**src/rtl/vecirq_pkg.sv**
```systemverilog
`timescale 1ns/100ps
package vecirq_pkg;

    parameter int unsigned NUM_PAIRS = 5;
    parameter int unsigned ADDR_W    = 16;
    parameter int unsigned SLOT_LG   = 2;
    localparam int unsigned IDX_W    = $clog2(NUM_PAIRS);

    typedef enum logic [1:0] {
        SEL_BASE    = 2'd0,
        SEL_STATUS  = 2'd1,
        SEL_CLR_ONE = 2'd2,
        SEL_CLR_ALL = 2'd3
    } reg_sel_e;

    typedef struct packed {
        logic             valid;
        logic [IDX_W-1:0] idx;
    } pend_t;

    typedef struct packed {
        logic             clr_one;
        logic             clr_all;
        logic [IDX_W-1:0] clr_idx;
    } clr_cmd_t;

    function automatic pend_t lowest_pending(input logic [NUM_PAIRS-1:0] f);
        pend_t r;
        r = '0;
        for (int i = NUM_PAIRS - 1; i >= 0; i--) begin
            if (f[i]) begin
                r.valid = 1'b1;
                r.idx   = IDX_W'(i);
            end
        end
        return r;
    endfunction

endpackage

```
**src/rtl/vecirq_decode.sv**
```systemverilog
`timescale 1ns/100ps
module vecirq_decode
    import vecirq_pkg::*;
#(
    parameter int unsigned DATA_W = ADDR_W
) (
    input  logic              bus_wr,
    input  logic [1:0]        bus_sel,
    input  logic [DATA_W-1:0] bus_wdata,
    output logic              base_we,
    output clr_cmd_t          clr_cmd
);
    reg_sel_e sel;
    logic     idx_in_range;

    assign sel          = reg_sel_e'(bus_sel);
    assign idx_in_range = (bus_wdata < DATA_W'(NUM_PAIRS));

    always_comb begin
        base_we         = 1'b0;
        clr_cmd         = '0;
        clr_cmd.clr_idx = bus_wdata[IDX_W-1:0];
        if (bus_wr) begin
            unique case (sel)
                SEL_BASE:    base_we         = 1'b1;
                SEL_STATUS:  ;
                SEL_CLR_ONE: clr_cmd.clr_one = idx_in_range;
                SEL_CLR_ALL: clr_cmd.clr_all = 1'b1;
                default:     ;
            endcase
        end
    end
endmodule

```
**src/rtl/vecirq_flags.sv**
```systemverilog
`timescale 1ns/100ps
module vecirq_flags
    import vecirq_pkg::*;
(
    input  logic                 clk,
    input  logic                 rst,
    input  logic [NUM_PAIRS-1:0] set_i,
    input  clr_cmd_t             clr_cmd,
    output logic [NUM_PAIRS-1:0] flag_q
);
    for (genvar g = 0; g < NUM_PAIRS; g++) begin : g_pair
        logic clr_hit;
        assign clr_hit = clr_cmd.clr_all ||
                         (clr_cmd.clr_one && (clr_cmd.clr_idx == IDX_W'(g)));
        always_ff @(posedge clk) begin
            if (rst)
                flag_q[g] <= 1'b0;
            else
                flag_q[g] <= set_i[g] | (flag_q[g] & ~clr_hit);
        end
    end
endmodule

```
**src/rtl/vecirq_compose.sv**
```systemverilog
`timescale 1ns/100ps
module vecirq_compose
    import vecirq_pkg::*;
#(
    parameter int unsigned AW = ADDR_W,
    parameter int unsigned SL = SLOT_LG
) (
    input  logic           clk,
    input  logic           rst,
    input  logic           base_we,
    input  logic [AW-1:SL] base_wdata,
    input  pend_t          pend,
    output logic [AW-1:0]  jump_addr
);
    logic [AW-1:SL] base_q;
    logic [AW-1:0]  aligned;
    logic [AW-1:0]  offset;

    always_ff @(posedge clk) begin
        if (rst)
            base_q <= '0;
        else if (base_we)
            base_q <= base_wdata;
    end

    assign aligned   = {base_q, {SL{1'b0}}};
    assign offset    = pend.valid ? (AW'(pend.idx) << SL) : '0;
    assign jump_addr = aligned + offset;
endmodule

```
**src/rtl/vecirq_gen.sv**
```systemverilog
`timescale 1ns/100ps
module vecirq_gen
    import vecirq_pkg::*;
(
    input  logic                 clk,
    input  logic                 rst,
    input  logic                 bus_wr,
    input  logic [1:0]           bus_sel,
    input  logic [ADDR_W-1:0]    bus_wdata,
    output logic [ADDR_W-1:0]    bus_rdata,
    input  logic [NUM_PAIRS-1:0] pair_done,
    output logic                 irq_req
);
    logic                 base_we;
    clr_cmd_t             clr_cmd;
    logic [NUM_PAIRS-1:0] flag_q;
    pend_t                pend;
    logic [ADDR_W-1:0]    jump_addr;

    vecirq_decode #(.DATA_W(ADDR_W)) u_decode (
        .bus_wr    (bus_wr),
        .bus_sel   (bus_sel),
        .bus_wdata (bus_wdata),
        .base_we   (base_we),
        .clr_cmd   (clr_cmd)
    );

    vecirq_flags u_flags (
        .clk     (clk),
        .rst     (rst),
        .set_i   (pair_done),
        .clr_cmd (clr_cmd),
        .flag_q  (flag_q)
    );

    assign pend = lowest_pending(flag_q);

    vecirq_compose #(.AW(ADDR_W), .SL(SLOT_LG)) u_compose (
        .clk        (clk),
        .rst        (rst),
        .base_we    (base_we),
        .base_wdata (bus_wdata[ADDR_W-1:SLOT_LG]),
        .pend       (pend),
        .jump_addr  (jump_addr)
    );

    always_comb begin
        unique case (reg_sel_e'(bus_sel))
            SEL_BASE:   bus_rdata = jump_addr;
            SEL_STATUS: bus_rdata = ADDR_W'(flag_q);
            default:    bus_rdata = '0;
        endcase
    end

    assign irq_req = |flag_q;
endmodule

```
**config.mk**
```make
export PLATFORM = sky130hd
export DESIGN_NAME = vecirq_gen
export DESIGN_NICKNAME = d
export VERILOG_FILES = /design/src/rtl/vecirq_pkg.sv /design/src/rtl/vecirq_decode.sv /design/src/rtl/vecirq_flags.sv /design/src/rtl/vecirq_compose.sv /design/src/rtl/vecirq_gen.sv
export SDC_FILE = /design/constraint.sdc
export NUM_CORES = 1
export LEC_CHECK = 0
export ABC_AREA = 0
export BUFFER_PORTS_ARGS = -buffer_cell sky130_fd_sc_hd__buf_2
export CORE_MARGIN = 2
export CORE_UTILIZATION = 45
export DETAILED_ROUTE_END_ITERATION = 7
export PLACE_DENSITY = 0.75
export SYNTH_ARGS = -nofsm -noshare
export SYNTH_HDL_FRONTEND = slang
export SYNTH_SLANG_ARGS = --single-unit
```
**constraint.sdc**
```tcl
create_clock -name clk -period 1.7 [get_ports clk]
set_clock_uncertainty 0.05 [all_clocks]
set_input_delay 0.085 -clock clk [delete_from_list [all_inputs] [get_ports clk]]
set_output_delay 0.085 -clock clk [all_outputs]
set_load 0.02 [all_outputs]
```
==> impl_metrics.tcl <==
set metrics [dict create \
    grt_pass1_wl_um 6203 \
    yosysWarnings 0 \
    slowest_delay_ps 380 \
    wl_met2_um 1967 \
    ys_seq_elements 19 \
    die_area_um2 3314 \
    final_cell_count_no_fill 265 \
    required_ps 1560 \
    fin_crit_ps 2414 \
    wl_per_cell_um 14.69 \
    netlist_area_um2 1291 \
    cts-htree-levels 1 \
    area_delta_synth_final_pct 48.64 \
    route.met3.wl_um 284 \
    die-width_um 57.57 \
    antenna_cells 0 \
    violations "negative setup slack" \
    ios 43 \
    top_layer_used "met4" \
    clk_pin_slew_ps 100 \
    viasPerCell 5.668 \
    setup_viol 13 \
    seq_area_um2 395.4 \
    syn-instance-count 169 \
    clock_latency_ps 280 \
    routed_wl_um 3893 \
    ys_types 40 \
    place_hpwl_um 2891 \
    first_pass_iters 4 \
    nets 265 \
    antenna_left 0 \
    yosysTopAreaCell "dfxtp_1" \
    io_buffers 42 \
    cts_buffers 3 \
    gp_congestion 0.7972 \
    cts_root_buf "clkbuf_4" \
    seq_area_frac_synth_pct 29.46 \
    hold_viol 0 \
    place_ws_ps -387.8 \
    critPathLaunchType "register" \
    clockBufferDepth 2 \
    worstMarginPinSlew_ps 482.3 \
    num_vias 1502 \
    layout-drive-gt1-share_pct 42.74 \
    grt_start_max_net_pins 20 \
    rsz0062_at_grt "yes" \
    cts.sinks 19 \
    track_usage_pct 23.98 \
    m1WireLength_um 1558 \
    multiInputGateArea_um2 948.4 \
    core_area_um2 2734 \
    async_flop_share_pct 0 \
    grt_overflow 0 \
    drcViolationCount 0 \
    placed_cells 248 \
    rows 19 \
    end_kind "output pin" \
    power.density_nw_per_um2 500.2 \
    path_cells "nor4_4, and2_4, ha_4, and2b_2, o211ai_1, mux2i_2, buf_4" \
    synth_fp_nets 199 \
    arrival_ps 2280 \
    peakVddDrop_mv 0.4109 \
    timing.hold.ws_ps 17.33 \
    worstHoldPathType "in2reg" \
    yosys.area.top_type_share_pct 29.46 \
    crit_path_max_fanout 6 \
    syn_area_per_cell_um2 7.640 \
    maxCapViolations 0 \
    slew_violations 0 \
    ys_top_cells_by_area "dfxtp_1, nand2_1, a21oi_1, nor2_1, buf_6" \
    fill_cells 230 \
    crit_type "reg2out" \
    p_leak_nw 0.7531 \
    slowest_stage "dfxtp_4" \
    fin_crit_sh_pct 142.0 \
    max-slew-margin-rel_pct 67.77 \
    antenna_found_initial 0 \
    setup_tns_ps -7479 \
    synth_ff_type "dfxtp_1" \
    die_y_um 57.57 \
    drt_iter0_drc 53 \
    setup_slack_ps -714.0 \
    p_total_mw 0.9601 \
    clock.fmax_mhz 414.2 \
    synth-edff-count 0 \
    initial_core_util_pct 47.23 \
    cts_tree "built" \
    grt_pass1_vias 1415 \
    status "finished, violations left" \
]
layout by cell type (no fill, tap or decap), types with 2 or more instances in the layout:
cell type       n
a211oi_1        5
a21oi_1        21
a21oi_2         2
and2_2          2
and3b_1         2
buf_2          30
buf_4          21
buf_6           6
clkbuf_4        3
dfxtp_1        15
dfxtp_4         4
dlygate4sd3_1  12
inv_1           2
inv_2           2
nand2_1        34
nand3_1         2
nand4_1         3
nor2_1          5
nor2_2         15
nor3_2          2
nor4_1          4
nor4b_1         3
o211ai_1        3
or3_1           2
xnor2_1         2
xor2_1          5
layer usage:
layer	vias to the layer above	track usage (%)
met5	-	0
li1	726	-
met3	10	2.948
met4	0	7.973
met2	68	42.53
met1	698	29.83
Yosys cell counts, types with 2 or more instances:
cell type,count
nor4b_1,3
xnor2_1,3
nand4_1,3
buf_2,2
dfxtp_1,19
and2_2,2
or3_1,2
o211ai_1,3
nand2_1,34
a21oi_1,23
xor2_1,5
and3b_1,2
a211oi_1,5
o21ai_0,2
nand3_1,2
nor2_1,16
nor4_1,5
nor2_2,4
ha_1,3
mux2i_1,3
nor3_1,3
buf_6,4
inv_1,4
cells by family after synthesis:
| group | after synthesis | share of synthesized area (%) |
|---|---|---|
| buffers and inverters | 12 | 6.007 |
| muxes | 3 | 2.326 |
| and+or+nand+nor | 84 | 32.27 |
| adders and majority gates | 4 | 4.458 |
| xor gates and xnor gates | 8 | 5.427 |
| DFF | 19 | 29.46 |
| AOI/OAI and AO/OA | 39 | 20.06 |
critical path, delay by kind of cell, from the launching register on:
family / cells / cell delay (ps)
buffers and inverters: 1 / 170
adders and majority gates: 1 / 210
and+or+nand+nor: 3 / 720
DFF: 1 / 380
muxes: 1 / 250
AOI/OAI and AO/OA: 1 / 280
through the flow:
step | cell area [µm²] | util [%]
6_report | 1919 | 70.21
5_1_grt | 1919 | 70.21
4_1_cts | 1887 | 69.02
3_5_place_dp | 1665 | 60.92
3_3_place_gp | 1665 | 60.92
2_1_floorplan | 1374 | -
area by class of cell:
type / instances / area share [%]
sequential: 19 / 20.60
clock buffer: 4 / 1.369
multi-input combinational: 138 / 49.41
tap: 31 / 2.021
inverter: 4 / 0.7823
timing repair buffer: 69 / 25.81
flip-flops by register name, indices dropped and copies added (netlist names):
register and count:
u_compose.base_q 14, u_flags.flag_q 5
where the power goes:
group / total, mW / switching [mW] / leakage (nW) / internal (mW)
Clock: 0.218 / 0.127 / 0.0150 / 0.0910
Combinational: 0.251 / 0.128 / 0.580 / 0.123
Sequential: 0.491 / 0.0276 / 0.158 / 0.463
final timing paths:
| kind | startpoint | to | slack [ps] | cells after the start |
|---|---|---|---|---|
| worst max register to register | u_flags.flag_q[1]$_SDFF_PP0_ | u_flags.flag_q[1]$_SDFF_PP0_ | 780 | 3 |
| worst max-delay path | u_flags.flag_q[3]$_SDFF_PP0_ | bus_rdata[14] | -710 | 7 |
| worst min-delay path | bus_wdata[5] | u_compose.base_q[5]$_SDFFE_PP0P_ | 20 | 3 |
| worst min register to register | u_compose.base_q[2]$_SDFFE_PP0P_ | u_compose.base_q[2]$_SDFFE_PP0P_ | 420 | 2 |
repair_timing:
action,4_1_cts,5_1_grt
resized for setup,23,9
endpoints found under the setup margin,13,14
buffers inserted,1,0
pin swaps,9,4
endpoints found under the hold margin,11,1
hold buffers,11,1
Note: power is estimated with default switching activity, not from simulation.
